[src/rtl/cfg_pkg.sv]
package cfg_pkg;
    typedef enum logic [1:0] {
        CH_IDLE = 2'd0,
        CH_RUN  = 2'd1,
        CH_UVL  = 2'd2,
        CH_OVL  = 2'd3
    } ch_state_t;
endpackage

[src/rtl/cfg_fault_timer.sv]
// Persistence counter: counts qualifying steps while armed and
// clears as soon as the arm condition drops.
module cfg_fault_timer #(
    parameter int LIMIT = 16
) (
    input  logic clk,
    input  logic rst_n,
    input  logic arm,
    input  logic step,
    output logic expire
);
    localparam int W = $clog2(LIMIT + 1);

    logic [W-1:0] cnt;

    assign expire = arm && step && (cnt == W'(LIMIT - 1));

    always_ff @(posedge clk or negedge rst_n) begin
        if (!rst_n) begin
            cnt <= '0;
        end else if (!arm) begin
            cnt <= '0;
        end else if (step && !expire) begin
            cnt <= cnt + 1'b1;
        end
    end
endmodule

[src/rtl/cfg_chan_fsm.sv]
// Per-channel sequencing state machine.
module cfg_chan_fsm
    import cfg_pkg::*;
(
    input  logic clk,
    input  logic rst_n,
    input  logic en,
    input  logic out_low,
    input  logic uvlo_any,
    input  logic latch_clr,
    input  logic uv_exp,
    input  logic ov_exp,
    input  logic oc_trip,
    output logic in_run,
    output logic drv_permit,
    output logic ls_force,
    output logic dis_en,
    output logic ss_reset
);
    ch_state_t st, st_nx;

    always_ff @(posedge clk or negedge rst_n) begin
        if (!rst_n) st <= CH_IDLE;
        else        st <= st_nx;
    end

    always_comb begin
        st_nx = st;
        unique case (st)
            CH_IDLE: if (en && out_low && !uvlo_any) st_nx = CH_RUN;
            CH_RUN: begin
                if (uvlo_any || !en || oc_trip) st_nx = CH_IDLE;
                else if (ov_exp)                st_nx = CH_OVL;
                else if (uv_exp)                st_nx = CH_UVL;
            end
            CH_UVL:  if (latch_clr) st_nx = CH_IDLE;
            CH_OVL:  if (latch_clr) st_nx = CH_IDLE;
            default: st_nx = CH_IDLE;
        endcase
    end

    always_comb begin
        in_run     = 1'b0;
        drv_permit = 1'b0;
        ls_force   = 1'b0;
        dis_en     = 1'b1;
        ss_reset   = 1'b1;
        unique case (st)
            CH_IDLE: ;
            CH_RUN: begin
                in_run     = 1'b1;
                drv_permit = 1'b1;
                dis_en     = 1'b0;
                ss_reset   = 1'b0;
            end
            CH_UVL:  ;
            CH_OVL:  ls_force = 1'b1;
            default: ;
        endcase
    end
endmodule

[src/rtl/conv_fault_guard.sv]
module conv_fault_guard #(
    parameter int NCH      = 2,
    parameter int UV_TICKS = 4096,
    parameter int OV_CYC   = 1000,
    parameter int OC_CYC   = 16
) (
    input  logic           clk,
    input  logic           rst_n,
    input  logic [NCH-1:0] en,
    input  logic           mode_dual,
    input  logic           cascade_sel,
    input  logic [NCH-1:0] uv_flag,
    input  logic [NCH-1:0] ov_flag,
    input  logic           oc_flag,
    input  logic           uvlo_vin,
    input  logic           uvlo_reg,
    input  logic           osc_tick,
    input  logic [NCH-1:0] out_low,
    output logic [NCH-1:0] drv_permit,
    output logic [NCH-1:0] ls_force,
    output logic [NCH-1:0] dis_en,
    output logic [NCH-1:0] ss_reset
);
    localparam int CASC_CH = NCH - 1;

    logic           uvlo_any;
    logic           latch_clr;
    logic           oc_trip;
    logic [NCH-1:0] in_run;
    logic [NCH-1:0] uv_exp;
    logic [NCH-1:0] ov_exp;

    assign uvlo_any  = uvlo_vin | uvlo_reg;
    assign latch_clr = uvlo_vin | (~mode_dual & ~|en);

    cfg_fault_timer #(.LIMIT(OC_CYC)) u_oc_tmr (
        .clk    (clk),
        .rst_n  (rst_n),
        .arm    (cascade_sel & oc_flag & in_run[CASC_CH]),
        .step   (1'b1),
        .expire (oc_trip)
    );

    for (genvar i = 0; i < NCH; i++) begin : g_ch
        cfg_fault_timer #(.LIMIT(UV_TICKS)) u_uv_tmr (
            .clk    (clk),
            .rst_n  (rst_n),
            .arm    (uv_flag[i] & in_run[i]),
            .step   (osc_tick),
            .expire (uv_exp[i])
        );

        cfg_fault_timer #(.LIMIT(OV_CYC)) u_ov_tmr (
            .clk    (clk),
            .rst_n  (rst_n),
            .arm    (ov_flag[i] & in_run[i]),
            .step   (1'b1),
            .expire (ov_exp[i])
        );

        cfg_chan_fsm u_fsm (
            .clk        (clk),
            .rst_n      (rst_n),
            .en         (en[i]),
            .out_low    (out_low[i]),
            .uvlo_any   (uvlo_any),
            .latch_clr  (latch_clr),
            .uv_exp     (uv_exp[i]),
            .ov_exp     (ov_exp[i]),
            .oc_trip    (oc_trip),
            .in_run     (in_run[i]),
            .drv_permit (drv_permit[i]),
            .ls_force   (ls_force[i]),
            .dis_en     (dis_en[i]),
            .ss_reset   (ss_reset[i])
        );
    end
endmodule

[config.mk]
export PLATFORM = sky130hd
export DESIGN_NAME = conv_fault_guard
export DESIGN_NICKNAME = d
export VERILOG_FILES = /design/src/rtl/cfg_pkg.sv /design/src/rtl/cfg_fault_timer.sv /design/src/rtl/cfg_chan_fsm.sv /design/src/rtl/conv_fault_guard.sv
export SDC_FILE = /design/constraint.sdc
export NUM_CORES = 1
export LEC_CHECK = 0
export BUFFER_PORTS_ARGS = -buffer_cell sky130_fd_sc_hd__buf_2
export CORE_MARGIN = 1.5
export CORE_UTILIZATION = 49
export DETAILED_ROUTE_END_ITERATION = 6
export PLACE_DENSITY = 0.67
export SYNTH_ARGS = -nofsm -noshare
export SYNTH_HDL_FRONTEND = slang
export SYNTH_SLANG_ARGS = --single-unit
[constraint.sdc]
create_clock -name clk -period 4.05 [get_ports clk]
set_clock_uncertainty 0.2 [all_clocks]
set_input_delay 1.0125 -clock clk [delete_from_list [all_inputs] [get_ports clk]]
set_output_delay 1.0125 -clock clk [all_outputs]
set_load 0.05 [all_outputs]
==> impl_metrics.ini, run 1 <==
[status]
status = finished, final reports clean

[worst_setup_path]
arrival_ns = 1.48
start_kind = flip-flop
slowest_stage = dfrtp_1
reg2reg_from = g_ch[1].u_fsm.st[1]
rr_worst_depth = 4
r2r_end = g_ch[1].u_uv_tmr.cnt[5]
cp-startpoint = g_ch[0].u_fsm.st[0]
cp_max_fo = 6
crit_type = flip-flop to primary output
cp.required_ns = 2.84
ff2ff_setup_slack_ns = 1.65
path_cells = nor2b_1, buf_2
endpoint = drv_permit[0]
slowest_delay_ns = 0.43
worstSetupEndpointType = primary output

[placed_design]
place.gp.congestion = 0.846
pre_cts_ws_ns = 1.07
io_buffer_count = 23
dpl.hpwl_um = 4210

[cts]
cts_max_level = 2
clock_sinks = 55
post_cts_resized = 0
cts_tree = yes
clockBufferDepth = 2
cts_hold_buf = 0
post_cts_buffers = 0
clock_latency_ns = 0.31
cts_root_buf = clkbuf_8
cts_buffers = 5
clkTransAtPathRegs_ns = 0.10

[logic_synthesis]
synth.distinct_cells = 46
yosysWarnings = 0
synth_edf_count = 0
ys_seq_area_share_pct = 45.2
syn_nets = 356
synthFlopType = dfrtp_1
synthCells = 334
avgSynthCellArea_um2 = 9.11
netlist_area_um2 = 3040
ys_ff_latch = 55
async_flop_share_pct = 100

[grt]
antenna_found_initial = 0
grt_pass1_vias = 2326
globalRouteOverflowTotal = 0
grt_pass1_wl_um = 10600
grtUsageTotal_pct = 20.3
grt_max_degree = 48

[hold_path]
hold_class = flip-flop to flip-flop
min_path_cells = 2

[timing]
drv_slew = 0
fin_ws_ns = 1.36
setup-tns-final_ns = 0
rsz0062_at_grt = false
period_minus_slack_ns = 2.69
worst_pin_slew_ns = 1.02
relSlewSlack_pct = 31.8
setup_violations = 0
fmax_mhz = 372
finalCritPeriodShare_pct = 66.4
hold_violations = 0

[detailed_routing]
via_per_inst = 5.88
ant_nets = 0
drc = 0
drt_first_pass_iters = 4
wl_um = 5960
dr_total_vias = 2498
drt_iter0_drc = 111
post_drt_wl_per_cell_um = 14.0

[cells_and_area]
fillers = 546
fin_nets = 371
register_area_um2 = 1380
num_antenna_cells = 0
drive_gt1_share_pct = 11.1
multiInputGateArea_um2 = 1550
syn_to_final_growth_pct = 6.62

[die]
die-width_um = 81.8
io_pins = 24
fp.dieH_um = 81.8
core_um2 = 5960
start_util_pct = 51.1
die_area_um2 = 6690
rows = 28

[job]
drv_cap = 0

[power_and_ir_drop]
leakage_nw = 1.25
ir_drop_mv = 0.125
powerDensity_nw_per_um2 = 277
worst max-delay path: cells and delay by family (launching register included):
family,cells,cell delay (ns)
flip-flops,1,0.43
AND/OR/NAND/NOR,1,0.39
buffers and inverters,1,0.34
layout by cell type (no fill, tap or decap), drive strengths merged, types with 2 or more instances in the layout:
master	n
and3	5
ha	6
nor2	32
a22oi	2
nand3	18
inv	5
or3b	3
nand3b	3
buf	24
mux2i	2
a21oi	23
nand4	12
nor4	5
a31oi	6
nand4b	2
nor3	15
clkbuf	6
xor2	8
xnor2	9
nor4b	3
nand2b	3
o31ai	4
nor2b	3
o41ai	2
a32oi	2
o21ai	19
dfrtp	55
a41oi	2
or3	18
and2	8
nand2	30
or4	6
through the flow:
step | hold WS, ns | instance area [µm²] | std cells | utilization [%] | power, mW
final | 0.326 | 3240 | 425 | 54.5 | 0.899
after global routing | 0.366 | 3240 | 425 | 54.5 | 0.934
after CTS | 0.333 | 3240 | 425 | 54.5 | 0.909
after detailed placement | 0.310 | 3160 | 417 | 53.0 | 0.607
after floorplan | 0.284 | 3040 | 334 | - | 0.584
after global placement | 0.302 | 3160 | 417 | 53.0 | 0.607
flip-flops by register name, indices dropped and copies added, names as in the netlist:
register,flops
g_ch.u_uv_tmr.cnt,26
g_ch.u_ov_tmr.cnt,20
u_oc_tmr.cnt,5
g_ch.u_fsm.st,4
synthesized netlist by cell type (2+ instances only):
master,n,share of area (%)
dfrtp_1,55,45
nor2_1,32,3.9
nand2_1,30,3.7
a21oi_1,23,3.8
o21ai_0,19,3.1
nand3_1,18,3.0
or3_1,16,3.3
nor3_1,15,2.5
nand4_1,11,2.3
xnor2_1,9,2.6
buf_4,8,2.0
xor2_1,8,2.3
and2_1,7,1.4
a31oi_1,6,1.2
ha_1,6,2.5
and3_1,5,1.0
clkbuf_1,5,0.62
inv_1,5,0.62
nor4_1,5,1.0
or4_1,5,1.2
o31ai_1,4,0.99
nand2b_1,3,0.62
nand3b_1,3,0.74
nor2b_1,3,0.62
nor4b_1,3,0.86
or3b_2,3,0.86
a22oi_1,2,0.49
a32oi_1,2,0.58
a41oi_1,2,0.58
mux2i_1,2,0.66
nand4b_1,2,0.58
o41ai_1,2,0.58
or3_2,2,0.49
how the worst min path moves through the flow:
stage                       startpoint                 endpoint  slack, ns
5_1_grt        g_ch[0].u_ov_tmr.cnt[8]  g_ch[0].u_ov_tmr.cnt[8]       0.37
3_3_place_gp           u_oc_tmr.cnt[4]          u_oc_tmr.cnt[4]       0.30
4_1_cts                u_oc_tmr.cnt[4]          u_oc_tmr.cnt[4]       0.33
6_report               u_oc_tmr.cnt[4]          u_oc_tmr.cnt[4]       0.33
3_5_place_dp           u_oc_tmr.cnt[4]          u_oc_tmr.cnt[4]       0.31
2_1_floorplan          u_oc_tmr.cnt[4]          u_oc_tmr.cnt[4]       0.28
cell type report:
type / count / share of cell area (%)
clock inverter: 2 / 0.386
tap: 75 / 2.89
sequential: 55 / 42.4
inverter: 5 / 0.578
clock buffer: 6 / 2.24
timing repair buffer: 24 / 3.78
multi-input combinational: 258 / 47.7
where the power goes:
part / leakage, nW / internal (mW) / switching (mW)
registers: 0.768 / 0.550 / 0.00144
logic: 0.442 / 0.0119 / 0.0318
clock network: 0.0412 / 0.121 / 0.183
total: 1.25 / 0.683 / 0.216
routing by layer:
layer / track usage (%) / up-vias / routed length [µm]
li1: - / 1254 / -
met1: 28.0 / 1211 / 2970
met2: 32.5 / 27 / 2760
met3: 4.00 / 6 / 164
met4: 5.42 / 0 / 61
met5: 0 / - / 0
cells by family (layout without fill, tap and decap cells):
logic type	count (synthesis)	after routing	synth area share (%)
multiplexers	2	2	0.658
buffers and inverters	21	37	3.91
adder cells (fa/ha/maj)	6	6	2.47
XOR/XNOR	17	17	4.89
flip-flops	55	55	45.2
AND/OR/NAND/NOR	170	170	30.7
AO/OA/AOI/OAI	63	63	12.2
(Power assumes the default switching activity.)
==> run 2, diff against run 1 <==
==> constraint.sdc (replaced) <==
create_clock -name clk -period 2.53 [get_ports clk]
set_clock_uncertainty 0.2 [all_clocks]
set_input_delay 0.6325 -clock clk [delete_from_list [all_inputs] [get_ports clk]]
set_output_delay 0.6325 -clock clk [all_outputs]
set_load 0.05 [all_outputs]
==> impl_metrics.ini, run 2 (synthesis gave the netlist of run 1 again) <==
[power_and_ir_drop]
leakage_nw = 1.29
p_int_mw = 1.19
clkPwrFrac_pct = 37.7
seq_power_share_pct = 57.5
finalPower_mw = 1.54
switching_share_pct = 22.3
switching_power_mw = 0.343
combPwrFrac_pct = 4.8
powerDensity_nw_per_um2 = 462
ir_drop_mv = 0.200

[die]
io_pins = 24
start_util_pct = 51.1
die-width_um = 81.8
core_um2 = 5960
fp.dieH_um = 81.8
rows = 28
die_area_um2 = 6690

[cells_and_area]
reg.largest.list = g_ch.u_uv_tmr.cnt (26), g_ch.u_ov_tmr.cnt (20), u_oc_tmr.cnt (5)
layout_commonest_cell = dfrtp_1
largest_reg_flops = 26
fillers = 541
fin_nets = 377
num_antenna_cells = 0
multiInputGateArea_um2 = 1550
regMostFlops = g_ch.u_uv_tmr.cnt
drive_gt1_share_pct = 12.7
most-common-layout-cells = 55 x dfrtp_1, 32 x nor2_1, 30 x nand2_1
syn_to_final_growth_pct = 9.21
register_area_um2 = 1380

[timing]
finalCritPeriodShare_pct = 91.5
hold_violations = 0
period_minus_slack_ns = 2.31
fin_ws_ns = 0.216
drv_slew = 0
worst_pin_slew_ns = 0.770
relSlewSlack_pct = 48.2
setup-tns-final_ns = 0
rsz0062_at_grt = false
holdWs_ns = 0.102
setup_violations = 0
fmax_mhz = 432

[cts]
cts_max_level = 2
clkTransAtPathRegs_ns = 0.10
post_cts_resized = 0
cts_tree = yes
cts_root_buf = clkbuf_8
cts_hold_buf = 0
clock_latency_ns = 0.31
post_cts_buffers = 0
clockBufferDepth = 2
cts_buffers = 5
clock_sinks = 55

[placed_design]
io_buffer_count = 23
pre_cts_ws_ns = 0.289
place.gp.congestion = 0.859
dpl.hpwl_um = 4410

[job]
drv_cap = 0

[detailed_routing]
drc = 0
drt_first_pass_iters = 4
via_per_inst = 5.82
post_drt_wl_per_cell_um = 14.4
dr_total_vias = 2504
drt_iter0_drc = 156
ant_nets = 0
wl_um = 6180

[worst_setup_path]
rr_worst_depth = 4
ff2ff_setup_slack_ns = 0.37
r2r_end = g_ch[0].u_uv_tmr.cnt[3]
endpoint = drv_permit[0]
arrival_ns = 1.48
reg2reg_from = g_ch[0].u_uv_tmr.cnt[8]
crit_type = flip-flop to primary output
worstSetupEndpointType = primary output
cp_max_fo = 6
start_kind = flip-flop
cp.required_ns = 1.70
cp-startpoint = g_ch[0].u_fsm.st[0]

[grt]
antenna_found_initial = 0
grtUsageTotal_pct = 20.3
globalRouteOverflowTotal = 0
grt_pass1_wl_um = 10500
grt_max_degree = 56
grt_pass1_vias = 2359

[status]
status = finished, final reports clean

[hold_path]
hold_class = input port to asynchronous set/reset pin
[run 2: cell types whose count changed in the layout (fill, tap and decap cells not counted), sizes merged]
cell and delta:
clkinv -1, bufinv +1, clkbuf -1, buf +6
[run 2: power by group through the flow]
stage / Sequential [mW] / Clock [mW] / Combinational, mW
final: 0.883 / 0.578 / 0.0741
after global routing: 0.883 / 0.627 / 0.0835
after CTS: 0.883 / 0.595 / 0.0766
after detailed placement: 0.900 / 0 / 0.0764
after global placement: 0.900 / 0 / 0.0760
after floorplan: 0.900 / 0 / 0.0354
[run 2: worst min path at each step]
stage                                        start                       end  slack (ns)
after floorplan                              rst_n       g_ch[0].u_fsm.st[0]        0.14
after global placement             u_oc_tmr.cnt[4]           u_oc_tmr.cnt[4]        0.30
after detailed placement  g_ch[1].u_uv_tmr.cnt[12]  g_ch[1].u_uv_tmr.cnt[12]        0.32
after CTS                                    rst_n   g_ch[0].u_uv_tmr.cnt[9]        0.12
after global routing                         rst_n   g_ch[1].u_uv_tmr.cnt[7]        0.13
final                                        rst_n   g_ch[1].u_uv_tmr.cnt[5]        0.10
[run 2: area by class of cell]
class | instances | share of cell area [%]
clock buffer | 5 | 2.07
timing repair buffer | 30 | 5.42
multi-input combinational | 258 | 46.6
sequential | 55 | 41.4
inverter | 5 | 0.565
tap | 75 | 2.82
clock inverter | 2 | 1.13
[run 2: metal layers]
metal / up-vias / routed length [µm] / GRT usage [%]
li1: 1262 / - / -
met1: 1198 / 3000 / 27.1
met2: 39 / 2920 / 32.8
met3: 5 / 206 / 4.00
met4: 0 / 60 / 6.95
met5: - / 0 / 0
[run 2: stage by stage]
stage | util (%) | cells | instance area [µm²]
4_1_cts | 55.8 | 430 | 3320
3_5_place_dp | 54.0 | 423 | 3220
2_1_floorplan | - | 334 | 3040
3_3_place_gp | 54.0 | 423 | 3220
6_report | 55.8 | 430 | 3320
5_1_grt | 55.8 | 430 | 3320
[run 2: critical path: stages (launching register included)]
cell and delay (ns):
dfrtp_1 0.42, nor2b_1 0.40, buf_2 0.35
==> run 3, diff against run 2 <==
--- a/config.mk
+++ b/config.mk
@@ -12,4 +12,5 @@
 export PLACE_DENSITY = 0.67
 export SYNTH_ARGS = -nofsm -noshare
 export SYNTH_HDL_FRONTEND = slang
+export SYNTH_HIERARCHICAL = 1
 export SYNTH_SLANG_ARGS = --single-unit
==> impl_metrics.ini, run 3 <==
[status]
status = finished, final reports clean

[detailed_routing]
post_drt_wl_per_cell_um = 14.8
dr_total_vias = 2764
wl_um = 6870
drt_first_pass_iters = 4
via_per_inst = 5.97
drc = 0
ant_nets = 0
drt_iter0_drc = 99

[logic_synthesis]
synth_edf_count = 0
synth_largest_area_cell = dfrtp_1
netlist_area_um2 = 3370
synth.area.top_cells = dfrtp_1 41%, nand2_1 3.8%, nand4_1 3.2%
synth_common_cells = 55 x dfrtp_1, 34 x nand2_1, 20 x a21oi_1
synthCells = 349
yosysWarnings = 6
ys_ff_latch = 55
ys_seq_area_share_pct = 40.8
synthDominantCellAreaShare_pct = 40.8
avgSynthCellArea_um2 = 9.66
synthFlopType = dfrtp_1
synth.most_common_cell = dfrtp_1
synth.distinct_cells = 61
async_flop_share_pct = 100

[die]
fp.dieH_um = 86.0
die-width_um = 86.0
rows = 30
die_area_um2 = 7390
core_um2 = 6720
start_util_pct = 50.2
io_pins = 24

[cells_and_area]
syn_to_final_growth_pct = 10.6
reg.largest.list = g_ch.u_uv_tmr/cnt (26), g_ch.u_ov_tmr/cnt (20), u_oc_tmr/cnt (5)
largest_reg_flops = 26
num_antenna_cells = 0
most-common-layout-cells = 55 x dfrtp_1, 34 x nand2_1, 23 x buf_2
fin_nets = 404
layout_commonest_cell = dfrtp_1
regMostFlops = g_ch.u_uv_tmr/cnt
fillers = 611
drive_gt1_share_pct = 18.5
postLayoutCoreUtil_pct = 55.5

[timing]
finalCritPeriodShare_pct = 87.9
period_minus_slack_ns = 2.22
setup_violations = 0
hold_violations = 0
drv_slew = 0
rsz0062_at_grt = false
fmax_mhz = 449
setup-tns-final_ns = 0

[power_and_ir_drop]
switching_power_mw = 0.357
seq_power_share_pct = 53.3
ir_drop_mv = 0.243
p_int_mw = 1.30
combPwrFrac_pct = 5.3
powerDensity_nw_per_um2 = 445
switching_share_pct = 21.5
finalPower_mw = 1.66
clkPwrFrac_pct = 41.5
leakage_nw = 1.56

[cts]
cts_hold_buf = 0
post_cts_buffers = 0
clockBufferDepth = 2
clock_sinks = 55
cts_max_level = 2
cts_tree = yes
post_cts_resized = 0
clkTransAtPathRegs_ns = 0.11
cts_buffers = 5
clock_latency_ns = 0.32
cts_root_buf = clkbuf_8

[grt]
antenna_found_initial = 0
grt_max_degree = 37
globalRouteOverflowTotal = 0
grt_pass1_wl_um = 11900
grtUsageTotal_pct = 19.9
grt_pass1_vias = 2632

[placed_design]
place.gp.congestion = 0.778
io_buffer_count = 23
dpl.hpwl_um = 5030

[worst_setup_path]
start_kind = flip-flop
cp_max_fo = 7
cp.required_ns = 2.59
worstSetupEndpointType = flip-flop
arrival_ns = 2.29
crit_type = flip-flop to flip-flop

[hold_path]
hold_class = input port to asynchronous set/reset pin

[job]
drv_cap = 0
==> run 3: changes by cell type in the layout (fill, tap and decap cells not counted), sizes merged, moves of 5 or more <==
cell | before | now
or3 | 18 | 2
and3 | 5 | 11
conb | 0 | 9
inv | 5 | 19
nand4 | 12 | 17
xnor2 | 9 | 1
nor2 | 32 | 14
o21ai | 19 | 8
nand2 | 30 | 36
and2 | 8 | 14
==> run 3: power groups by stage <==
stage / logic, mW / registers [mW] / clock network, mW
2_1_floorplan: 0.0462 / 0.901 / 0
3_3_place_gp: 0.0872 / 0.901 / 0
3_5_place_dp: 0.0880 / 0.901 / 0
4_1_cts: 0.0881 / 0.884 / 0.711
5_1_grt: 0.0985 / 0.885 / 0.731
6_report: 0.0873 / 0.884 / 0.689
==> run 3: final timing paths <==
kind	from	endpoint	slack (ns)	cells past startpoint
setup / recovery	g_ch[1].u_fsm/st[1]	g_ch[1].u_fsm/st[0]	0.31	8
setup reg to reg	g_ch[1].u_fsm/st[1]	g_ch[1].u_fsm/st[0]	0.31	8
max in group asynchronous	rst_n	g_ch[1].u_uv_tmr/cnt[10]	1.50	2
min in group clk	u_oc_tmr/cnt[4]	u_oc_tmr/cnt[4]	0.35	1
hold / removal	rst_n	g_ch[1].u_ov_tmr/cnt[4]	0.06	1
hold reg to reg	u_oc_tmr/cnt[4]	u_oc_tmr/cnt[4]	0.35	1
==> run 3: worst max-delay path, cell delays in order, from the launching register on <==
cell and delay (ns):
dfrtp_1 0.44, nand2b_4 0.19, inv_1 0.14, and2_1 0.25, nand2_1 0.09, nor3_1 0.30
inv_2 0.08, a2111oi_4 0.33, a311o_1 0.15
==> run 3: layer usage <==
metal	share of wire, %	wire [µm]	GRT usage (%)	vias to the layer above
met5	0	0	0	-
li1	-	-	-	1390
met3	3.0	207	3.18	4
met4	1.1	74	8.06	0
met1	48	3270	26.2	1336
met2	48	3320	32.9	34
==> run 3: cells by family after synthesis <==
logic type | after synthesis | synth area share (%)
and+or+nand+nor | 161 | 29.9
AOI/OAI and AO/OA | 89 | 20.6
DFF | 55 | 40.8
buffers and inverters | 29 | 4.19
adders and majority gates | 6 | 2.23
xor gates and xnor gates | 6 | 1.56
muxes | 2 | 0.594
other | 1 | 0.111
==> run 3: cell type report <==
cell class              instances  area (µm²)  area share (%)
inverters                      19        71.3            1.91
well taps                      80         100            2.68
multi-input cells             273        1880            50.5
clock inverters                 2        60.1            1.61
repair buffers                 28         165            4.43
clock buffers                   6        72.6            1.95
flip-flops and latches         55        1380            36.9
==> run 3: metrics by stage <==
stage                     instances  hold WS [ns]  area [µm²]  setup slack (ns)
after CTS                       463        0.0701        3730             0.311
after detailed placement        455         0.321        3600             0.322
after global placement          455         0.310        3600             0.359
final                           463        0.0551        3730             0.305
after global routing            463        0.0917        3730             0.183
after floorplan                 357         0.137        3400           0.00175
